--- config.mk ---
export PLATFORM = sky130hd
export DESIGN_NAME = csel_unit
export DESIGN_NICKNAME = d
export VERILOG_FILES = /design/src/rtl/csel_pkg.sv /design/src/rtl/csel_decode.sv /design/src/rtl/csel_cond_eval.sv /design/src/rtl/csel_datapath.sv /design/src/rtl/csel_unit.sv
export SDC_FILE = /design/constraint.sdc
export NUM_CORES = 1
export LEC_CHECK = 0
export CAP_MARGIN = 10
export CORE_MARGIN = 1.5
export CORE_UTILIZATION = 27
export CTS_BUF_LIST = sky130_fd_sc_hd__clkbuf_8
export DETAILED_ROUTE_END_ITERATION = 12
export PLACE_DENSITY_LB_ADDON = 0.2
export REMOVE_ABC_BUFFERS = 1
export SLEW_MARGIN = 25
export SYNTH_ARGS = -nofsm -noshare
export SYNTH_HDL_FRONTEND = slang
export SYNTH_SLANG_ARGS = --single-unit
export TNS_END_PERCENT = 30
--- constraint.sdc ---
create_clock -name clk -period 5.3 [get_ports clk]
set_input_delay 0.795 -clock clk [delete_from_list [all_inputs] [get_ports clk]]
set_output_delay 0.795 -clock clk [all_outputs]
set_load 0.02 [all_outputs]
--- src/rtl/csel_pkg.sv ---
package csel_pkg;

    localparam int unsigned IW        = 32;
    localparam logic [7:0]  GROUP_SIG = 8'b1101_0100;

    typedef enum logic {
        ST_IDLE = 1'b0,
        ST_EMIT = 1'b1
    } out_state_t;

    typedef enum logic [3:0] {
        CC_ZSET  = 4'd0,
        CC_ZCLR  = 4'd1,
        CC_CSET  = 4'd2,
        CC_CCLR  = 4'd3,
        CC_NSET  = 4'd4,
        CC_NCLR  = 4'd5,
        CC_VSET  = 4'd6,
        CC_VCLR  = 4'd7,
        CC_UHI   = 4'd8,
        CC_ULS   = 4'd9,
        CC_SGE   = 4'd10,
        CC_SLT   = 4'd11,
        CC_SGT   = 4'd12,
        CC_SLE   = 4'd13,
        CC_ALW0  = 4'd14,
        CC_ALW1  = 4'd15
    } cc_t;

    typedef struct packed {
        logic       claimed;
        logic       bad_enc;
        logic       wide;
        logic       inv;
        logic       inc;
        cc_t        cc;
        logic [4:0] rd;
    } dec_t;

endpackage

--- src/rtl/csel_decode.sv ---
module csel_decode
    import csel_pkg::*;
(
    input  logic [IW-1:0] instr,
    output dec_t          dec
);
    logic unused_src_idx;
    assign unused_src_idx = ^{instr[20:16], instr[9:5]};

    always_comb begin
        dec.claimed = (instr[28:21] == GROUP_SIG);
        dec.bad_enc = instr[29] | instr[11];
        dec.wide    = instr[31];
        dec.inv     = instr[30];
        dec.inc     = instr[10];
        dec.cc      = cc_t'(instr[15:12]);
        dec.rd      = instr[4:0];
    end
endmodule

--- src/rtl/csel_cond_eval.sv ---
module csel_cond_eval
    import csel_pkg::*;
(
    input  cc_t        cc,
    input  logic [3:0] flags,
    output logic       pass
);
    logic fn, fz, fc, fv;
    assign {fn, fz, fc, fv} = flags;

    always_comb begin
        unique case (cc)
            CC_ZSET: pass = fz;
            CC_ZCLR: pass = !fz;
            CC_CSET: pass = fc;
            CC_CCLR: pass = !fc;
            CC_NSET: pass = fn;
            CC_NCLR: pass = !fn;
            CC_VSET: pass = fv;
            CC_VCLR: pass = !fv;
            CC_UHI:  pass = fc & !fz;
            CC_ULS:  pass = !(fc & !fz);
            CC_SGE:  pass = (fn == fv);
            CC_SLT:  pass = (fn != fv);
            CC_SGT:  pass = !fz & (fn == fv);
            CC_SLE:  pass = !(!fz & (fn == fv));
            CC_ALW0, CC_ALW1: pass = 1'b1;
            default: pass = 1'b1;
        endcase
    end
endmodule

--- src/rtl/csel_datapath.sv ---
module csel_datapath #(
    parameter int unsigned XLEN = 64
) (
    input  logic            wide,
    input  logic            inv,
    input  logic            inc,
    input  logic            pass,
    input  logic [XLEN-1:0] op_n,
    input  logic [XLEN-1:0] op_m,
    output logic [XLEN-1:0] result
);
    localparam int unsigned HALF = XLEN / 2;

    logic [XLEN-1:0] alt;
    logic [XLEN-1:0] picked;

    always_comb begin
        alt = op_m;
        if (inv) alt = ~alt;
        if (inc) alt = alt + {{(XLEN-1){1'b0}}, 1'b1};
        picked = pass ? op_n : alt;
    end

    // Narrow mode keeps the low half; the carry out of it is simply dropped.
    assign result = wide ? picked : {{(XLEN-HALF){1'b0}}, picked[HALF-1:0]};
endmodule

--- src/rtl/csel_unit.sv ---
module csel_unit
    import csel_pkg::*;
#(
    parameter int unsigned XLEN = 64
) (
    input  logic            clk,
    input  logic            rst_n,
    input  logic            in_valid,
    input  logic [31:0]     instr,
    input  logic [XLEN-1:0] op_n,
    input  logic [XLEN-1:0] op_m,
    input  logic [3:0]      flags,
    output logic            out_valid,
    output logic            out_match,
    output logic            out_undef,
    output logic            out_we,
    output logic [4:0]      out_rd,
    output logic [XLEN-1:0] out_result
);
    dec_t            dec;
    logic            pass;
    logic [XLEN-1:0] dp_result;
    out_state_t      state_q, state_d;

    csel_decode u_decode (
        .instr (instr),
        .dec   (dec)
    );

    csel_cond_eval u_cond (
        .cc    (dec.cc),
        .flags (flags),
        .pass  (pass)
    );

    csel_datapath #(.XLEN(XLEN)) u_dp (
        .wide   (dec.wide),
        .inv    (dec.inv),
        .inc    (dec.inc),
        .pass   (pass),
        .op_n   (op_n),
        .op_m   (op_m),
        .result (dp_result)
    );

    // Transitions: CAPTURE (IDLE->EMIT), STREAM (EMIT->EMIT), RETIRE (EMIT->IDLE)
    always_comb begin
        unique case (state_q)
            ST_IDLE: state_d = in_valid ? ST_EMIT : ST_IDLE;
            ST_EMIT: state_d = in_valid ? ST_EMIT : ST_IDLE;
            default: state_d = ST_IDLE;
        endcase
    end

    always_ff @(posedge clk) begin
        if (!rst_n) state_q <= ST_IDLE;
        else        state_q <= state_d;
    end

    always_ff @(posedge clk) begin
        if (!rst_n) begin
            out_match  <= 1'b0;
            out_undef  <= 1'b0;
            out_we     <= 1'b0;
            out_rd     <= '0;
            out_result <= '0;
        end else if (in_valid) begin
            out_match  <= dec.claimed;
            out_undef  <= dec.claimed & dec.bad_enc;
            out_we     <= dec.claimed & !dec.bad_enc;
            out_rd     <= dec.rd;
            out_result <= (dec.claimed & !dec.bad_enc) ? dp_result : '0;
        end
    end

    assign out_valid = (state_q == ST_EMIT);
endmodule

# ---- Word level (Yosys, flattened, before mapping)
# Index checks and enable logic that the tools add are counted.
dict set report classes {
  shift 0
  bitwise 6
  multipliers 0
  addsub 1
  n_div 0
  n_eq_ne 18
  reduce_logical 9
  n_mux 7
  magnitude_cmp 0
}
# op n
set ops {}
lappend ops {{$mux W64} 5}
lappend ops {{$add A64 B1 Y64 const B} 1}
lappend ops {{$not A64 Y64} 1}
lappend ops {{$eq A4 B4 Y1 const B} 8}
lappend ops {{$eq A4 B3 Y1 const B} 4}
lappend ops {{$pmux W1 S15} 1}
lappend ops {{$eq A4 B2 Y1 const B} 2}
lappend ops {{$eq A8 B8 Y1 const B} 1}
lappend ops {{$logic_not A1 Y1} 7}
lappend ops {{$and A1 B1 Y1} 4}
lappend ops {{$eq A4 B1 Y1 const B} 1}
lappend ops {{$logic_not A4 Y1} 1}
lappend ops {{$reduce_or A2 Y1} 1}
lappend ops {{$eq A1 B1 Y1} 1}
lappend ops {{$mux W1} 1}
lappend ops {{$ne A1 B1 Y1} 1}
lappend ops {{$or A1 B1 Y1} 1}
dict set report word_totals {
  latchBits 0
  mem_count 0
  inputBits 167
  ramBits 0
  rom_bits 0
  reg_bits 73
}

# ---- Depth between registers and ports, before layout
# Gate-level depths: netlist of the first run.
dict set report logic_depth {
  ltp_word 7
  depth_mapped 11
  mapped_depth_nobuf 7
}

# ---- Modules after synthesis
# Synthesis of the first run repeated with hierarchy kept, for this count alone.
dict set report unflattened {
  hier_cells 1023
  area_unflattened_um2 7546.0
}
# module area_per_inst_um2 cells_each n_inst
set modules_own_cells {}
lappend modules_own_cells {csel_datapath 4122.7 653 1}
lappend modules_own_cells {csel_unit 3061.7 321 1}
lappend modules_own_cells {csel_cond_eval 237.7 33 1}
lappend modules_own_cells {csel_decode 123.9 16 1}

# ---- Least setup slack after synthesis of the first run
# OpenSTA, ideal clock, no wires.
dict set report synth_path {
  path_type {input port to flip-flop}
  from {input instr[14]}
  to {register out_result[16]}
  stages 9
  t_arrival_ps 2799
  path_slack_ps 2372
  t_required_ps 5172
  n_path_buf 2
  cell_sequence {buf_2 > mux2_2 > mux4_2 > a221o_1 > o21a_1 > buf_2 > and4_1 > a211oi_1 > o21ai_0}
}
dict set report synth_between {
  elab_chain_cells 6
}
# element line
set synth_rtl {}
lappend synth_rtl {{from (decl)} csel_unit.sv:9} ;# input logic [31:0] instr,
lappend synth_rtl {{$eq A4 B4 Y1} csel_cond_eval.sv:12} ;# unique case (cc)
lappend synth_rtl {{$reduce_or A2 Y1} csel_cond_eval.sv:12}
lappend synth_rtl {{$pmux W1 S15 *} csel_cond_eval.sv:12}
lappend synth_rtl {{$mux W64 *} csel_datapath.sv:21} ;# picked = pass ? op_n : alt;
lappend synth_rtl {{$mux W64 *} csel_datapath.sv:25} ;# assign result = wide ? picked : {{(XLEN-HALF){1'b0}}, picked[HALF-1:0]};
lappend synth_rtl {{$mux W64 *} csel_unit.sv:72} ;# out_result <= (dec.claimed & !dec.bad_enc) ? dp_result : '0;
lappend synth_rtl {{to (signal assigned)} csel_unit.sv:72}
lappend synth_rtl {{to (decl)} csel_unit.sv:18} ;# output logic [XLEN-1:0] out_result
# Every way passes the cells marked *; elsewhere a longest branch is shown, timed or not.
# A chain may end at the register's enable or synchronous reset.

# ---- Worst setup path after layout of the first run
dict set report layout_path {
  from {input instr[14]}
  to {register out_result[20]}
}
# The elaborated chain is that of the path after synthesis.

==> results of run 1 <==
path summary, 6_finish.rpt:
kind                    end  slack [ps]  cells after the start
min reg2reg  out_result[15]         460                      2
max reg2reg  out_result[44]        4460                      3
max          out_result[20]        1610                      9
min          out_result[15]         460                      2
metal layers:
| layer | GRT usage, % | vias up | wire (um) |
|---|---|---|---|
| li1 | - | 3273 | - |
| met1 | 26.1 | 2984 | 11200 |
| met2 | 29.0 | 183 | 9990 |
| met3 | 3.70 | 17 | 1340 |
| met4 | 4.81 | 0 | 270 |
| met5 | 0 | - | 0 |
cell usage in the layout, fill, tap and decap left out, types with 10 or more instances in the layout:
master and instances:
a22oi_1 30, a32oi_1 10, buf_4 10, clkbuf_8 11
clkdlybuf4s50_1 228, dfxtp_1 73, mux2i_1 26, nand2_1 76
nand2b_1 23, nand3_1 22, nand3b_1 11, nand4_1 11
nor2_1 30, nor2b_1 21, nor3_1 19, o21ai_0 63
o21ai_1 11, o22ai_1 18, or2_2 11, xnor2_1 70
xor2_1 31
cells by family after synthesis:
family / Yosys count / share of synthesized area [%]
AOI/OAI and AO/OA: 203 / 21.9
DFF: 73 / 23.3
xor gates and xnor gates: 102 / 14.5
and+or+nand+nor: 308 / 29.7
muxes: 36 / 6.22
buffers and inverters: 58 / 4.45
final cells by class:
| class | count | area (um2) |
|---|---|---|
| Sequential cell | 73 | 1460 |
| Inverter | 7 | 26.3 |
| Fill cell | 2369 | 13700 |
| Clock inverter | 5 | 103 |
| Clock buffer | 11 | 151 |
| Multi-Input combinational cell | 649 | 4540 |
| Tap cell | 285 | 357 |
| Timing Repair Buffer | 238 | 2360 |
power groups by stage:
| stage | registers, mW | clock network [mW] | logic (mW) |
|---|---|---|---|
| floorplan | 0.568 | 0 | 0.193 |
| global placement | 0.565 | 0 | 0.428 |
| detailed placement | 0.565 | 0 | 0.430 |
| CTS | 0.552 | 0.601 | 0.432 |
| global route | 0.552 | 0.616 | 0.466 |
| finish | 0.552 | 0.579 | 0.431 |
registers in the layout, summed over array words and instances (netlist names):
name	count
out_rd	5
out_undef	1
out_valid	1
out_result	64
out_match	1
out_we	1
through the flow:
stage | hold WS (ps) | power [mW] | worst slack [ps] | cell area (um2) | utilization (%)
final | 458 | 1.56 | 1610 | 9000 | 39.6
after global routing | 485 | 1.63 | 1470 | 9000 | 39.6
after CTS | 462 | 1.58 | 1640 | 9000 | 39.6
after detailed placement | 439 | 0.994 | 1250 | 8740 | 38.5
after global placement | 435 | 0.992 | 1270 | 8740 | 38.5
after floorplan | 525 | 0.761 | 1940 | 6020 | -
critical path, cell delays in order:
cell and delay [ps]:
clkdlybuf4s50_1 630, mux2_2 370, mux4_2 470, a221o_1 410
o21a_1 450, buf_4 390, o21ai_0 190, a31oi_1 80
a21o_1 170
==> flow_metrics.py, run 1 <==
metrics = {
    "status": {
        "status": "finished clean",
    },
    "worst_setup_path": {
        "crit_start": "instr[14]",
        "start_kind": "input port",
        "crit_type": "in2reg",
        "r2r-start": "out_result[44]",
        "cp.required_ps": 5570,
        "arrival_ps": 3960,
        "cp_max_fo": 16,
        "setup.worst_path.end_class": "flop",
    },
    "timing": {
        "worstMarginPinSlew_ps": 922,
        "fmax_ghz": 0.271,
        "tns_ps": 0,
        "hold_viol": 0,
        "relSlewSlack_pct": 38.5,
        "setup_viol": 0,
        "rsz0062_at_grt": "false",
        "fin_skew_ps": 0,
        "slew_viol_final": 0,
        "period_minus_slack_ps": 3690,
        "fin_crit_sh_pct": 69.5,
    },
    "floorplan": {
        "boundaryPins": 240,
        "start_util_pct": 27.6,
        "die_w_um": 155,
        "die-area_mm2": 0.0242,
        "core_area_mm2": 0.0227,
        "core.rowCount": 55,
        "die_h_um": 155,
    },
    "power_and_ir_drop": {
        "p_leak_nw": 3.01,
        "sw_frac_of_total_pct": 29.0,
        "p_comb_share_pct": 27.6,
        "switchingPower_mw": 0.453,
        "p_seq_share_pct": 35.3,
        "p_per_area_mw_per_mm2": 174,
        "p_clk_share_pct": 37.1,
        "vdd.ir_drop.worst_uv": 87.2,
        "p_int_mw": 1.11,
    },
    "global_routing": {
        "antenna_found_initial": 0,
        "grt_usage_pct": 18.6,
        "grt_pass1_wl_um": 35200,
        "grt_max_degree": 74,
        "grt_pass1_vias": 6190,
        "grt_overflow_total": 0,
    },
    "synthesis": {
        "yosysTopAreaCellShare_pct": 23.3,
        "yosysUniqueCellTypes": 85,
        "syn_inst": 780,
        "ys_top_cells_by_area": "dfxtp_1 (23%), xnor2_1 (9.8%), o21ai_0 (5.0%)",
        "yosysMostFrequentCell": "nand2_1",
        "ys_ff_latch": 73,
        "synthArstFlopShare_pct": 0,
        "ys_top_cells_by_count": "nand2_1 (76), dfxtp_1 (73), xnor2_1 (70)",
        "ys_seq_area_share_pct": 23.3,
        "synth-edff-count": 0,
        "synth_area_mm2": 0.00628,
        "synth_ff_type": "dfxtp_1",
        "synth_top_area_cell": "dfxtp_1",
        "synth_warnings": 0,
        "postSynthAreaPerCell_um2": 8.05,
    },
    "routing": {
        "dr_total_vias": 6457,
        "ant_nets": 0,
        "drtPass1Iterations": 5,
        "avgRoutedWirePerCell_um": 18.0,
        "drc": 0,
        "drtIter0Drc": 420,
        "via_per_inst": 5.09,
        "wl_um": 22800,
    },
    "cts": {
        "numCtsBuffers": 9,
        "cts_setup_buffers": 0,
        "tritoncts": "yes",
        "numClockSinks": 73,
        "cts_htree_levels": 3,
        "cts_resized": 0,
        "clkTransAtPathRegs_ps": 80,
        "clockRootBuffer": "clkbuf_8",
        "ctsLongestPathBuffers": 2,
        "hold_buffers": 0,
        "clk_latency_ps": 370,
    },
    "place": {
        "dpl.hpwl_um": 17700,
        "place_inst": 1252,
        "io_buffers": 229,
        "routabilityCongestion": 0.846,
    },
    "worst_hold_path": {
        "min_from": "out_result[15]",
        "hold_class": "reg2reg",
    },
    "finish": {
        "area_growth_syn_to_layout_pct": 43.4,
        "final_cells": 1268,
        "final_layout_size_suffix_gt1_share_pct": 7.63,
        "finalNetCount": 1145,
        "antenna-diode-count": 0,
    },
    "job": {
        "maxCapViolations": 0,
    },
}
(Power assumes the default switching activity.)
==> inputs of run 2 (changes only) <==
==> constraint.sdc (replaced) <==
create_clock -name clk -period 3.08 [get_ports clk]
set_input_delay 0.462 -clock clk [delete_from_list [all_inputs] [get_ports clk]]
set_output_delay 0.462 -clock clk [all_outputs]
set_load 0.02 [all_outputs]
==> run 2 against run 1 <==
Net effect: wire length grew 4.1%; total power is 79% higher; core utilization up 3.4 points; count of clock-buffer cells in the layout stayed put; via count grew 7.0%; sequential power up 72%; register-to-register slack got worse by 2200 ps; hold slack better by 3.6 ps; setup slack got worse by 1300 ps; combinational power grew 94%; cell area rose by 8.6%; critical endpoint is now out_result[44]; largest power group unchanged; highest routed layer unchanged.
==> flow_metrics.py, run 2 (synthesized netlist as in run 1, its figures left out) <==
metrics = {
    "status": {
        "status": "finished clean",
    },
    "worst_setup_path": {
        "max_stage_delay_ps": 520,
        "setup.worst_path.end_class": "flop",
        "arrival_ps": 3080,
        "cp_max_fo": 5,
        "path_cells": "clkdlybuf4s50_1, mux2_2, mux4_2, a221o_1, o21a_1, buf_4, nor3b_1, o21ai_0, o31ai_2",
        "cp_top_family": "compound AO/OA/AOI/OAI gates",
        "worstPathBufferInverterCount": 2,
        "start_kind": "input port",
        "crit_type": "in2reg",
        "cp.required_ps": 3380,
        "slowest_stage": "clkdlybuf4s50_1",
    },
    "finish": {
        "final_cell_mix": "clkdlybuf4s50_1 (228), buf_4 (95), nand2_1 (76)",
        "area_growth_syn_to_layout_pct": 55.8,
        "largest_reg_flops": 64,
        "mostFrequentLayoutCell": "clkdlybuf4s50_1",
        "fin_util_pct": 43.1,
        "finalNetCount": 1237,
        "antenna-diode-count": 0,
        "reg_top3": "out_result x64, out_rd x5",
        "n_fill_cell": 2294,
        "largest-register": "out_result",
        "final_layout_size_suffix_gt1_share_pct": 15.5,
    },
    "routing": {
        "drtPass1Iterations": 5,
        "wl_met1_um": 11300,
        "dr_total_vias": 6908,
        "wl_um": 23800,
        "routed.top_layer": "met4",
        "avgRoutedWirePerCell_um": 17.5,
        "drtIter0Drc": 390,
        "drc": 0,
        "wl_met2_um": 10500,
        "via_per_inst": 5.08,
        "wl_met3_um": 1780,
        "ant_nets": 0,
    },
    "timing": {
        "rsz0062_at_grt": "false",
        "fin_skew_ps": 0,
        "relSlewSlack_pct": 64.9,
        "period_minus_slack_ps": 2790,
        "hold_viol": 0,
        "setup_viol": 0,
        "fin_crit_sh_pct": 90.4,
        "fmax_ghz": 0.359,
        "worstMarginPinSlew_ps": 526,
        "layout_setup_ws_ps": 295,
        "slew_viol_final": 0,
    },
    "cts": {
        "hold_buffers": 0,
        "tritoncts": "yes",
        "clockRootBuffer": "clkbuf_8",
        "numCtsBuffers": 9,
        "cts_htree_levels": 3,
        "cts_setup_buffers": 0,
        "clk_latency_ps": 370,
        "cts_resized": 0,
        "clkTransAtPathRegs_ps": 90,
        "numClockSinks": 73,
        "ctsLongestPathBuffers": 2,
    },
    "power_and_ir_drop": {
        "p_leak_nw": 3.49,
        "p_per_area_mw_per_mm2": 286,
        "vdd.ir_drop.worst_uv": 173,
    },
    "job": {
        "maxCapViolations": 0,
    },
    "floorplan": {
        "die_w_um": 155,
        "core_area_mm2": 0.0227,
        "core.rowCount": 55,
        "boundaryPins": 240,
        "die-area_mm2": 0.0242,
        "start_util_pct": 27.6,
        "die_h_um": 155,
    },
    "global_routing": {
        "grt_pass1_wl_um": 37000,
        "grt_usage_pct": 19.7,
        "grt_max_degree": 59,
        "grt_overflow_total": 0,
        "grt_pass1_vias": 6583,
        "antenna_found_initial": 0,
    },
    "place": {
        "routabilityCongestion": 0.885,
        "dpl.hpwl_um": 18700,
        "dp_slack_ps": -128,
        "io_buffers": 229,
    },
    "worst_hold_path": {
        "hold_class": "reg2reg",
    },
}
[run 2: cell types whose count changed in the layout (fill, tap and decap cells not counted)]
cell	before	now
buf_4	10	95
buf_12	0	7
[run 2: area by class of cell]
class,instances,area [um2],area share (%)
timing repair buffer,330,3140,32.1
sequential,73,1460,14.9
tap,285,357,3.65
clock inverter,5,103,1.05
clock buffer,11,151,1.55
inverter,7,26.3,0.269
multi-input combinational,649,4540,46.5
[run 2: per-layer routing]
layer / up-vias / global-route usage (%)
met5: - / 0
met4: 0 / 4.13
met3: 13 / 4.93
met2: 219 / 30.5
met1: 3219 / 27.5
li1: 3457 / -
[run 2: final timing paths]
kind / from / to / slack [ps] / depth (start not counted)
min reg2reg: out_result[1] / out_result[1] / 460 / 2
max reg2reg: out_result[44] / out_result[44] / 2230 / 3
min: out_result[1] / out_result[1] / 460 / 2
max: instr[14] / out_result[44] / 300 / 9
[run 2: per-stage QoR]
step / hold slack [ps] / cells / power (mW) / area [um2] / TNS (ps)
detailed placement: 438 / 1344 / 1.81 / 9520 / -1900
finish: 462 / 1360 / 2.80 / 9780 / 0
global placement: 436 / 1344 / 1.80 / 9520 / -945
floorplan: 525 / 729 / 1.31 / 6020 / 0
CTS: 468 / 1360 / 2.83 / 9780 / 0
global route: 482 / 1360 / 2.93 / 9780 / 0
[run 2: worst reg2reg max path, cell delays in order, from the launching register on]
cell     delay, ps
dfxtp_1        310
nor2b_1        120
o21ai_0        220
o31ai_2        100
[run 2: where the power goes]
| part | internal [mW] | total (mW) | switching [mW] |
|---|---|---|---|
| clock | 0.582 | 1.01 | 0.429 |
| combinational | 0.457 | 0.837 | 0.381 |
| sequential | 0.948 | 0.949 | 0.00182 |
| total | 1.99 | 2.80 | 0.811 |
==> inputs of run 3 (changes only) <==
--- a/config.mk
+++ b/config.mk
@@ -10,6 +10,7 @@
 export CORE_UTILIZATION = 27
 export CTS_BUF_LIST = sky130_fd_sc_hd__clkbuf_8
 export DETAILED_ROUTE_END_ITERATION = 12
+export HOLD_SLACK_MARGIN = 0.12
 export PLACE_DENSITY_LB_ADDON = 0.2
 export REMOVE_ABC_BUFFERS = 1
 export SLEW_MARGIN = 25
==> results of run 3 <==
Final layout, timing and power as in run 2 (identical DEF).
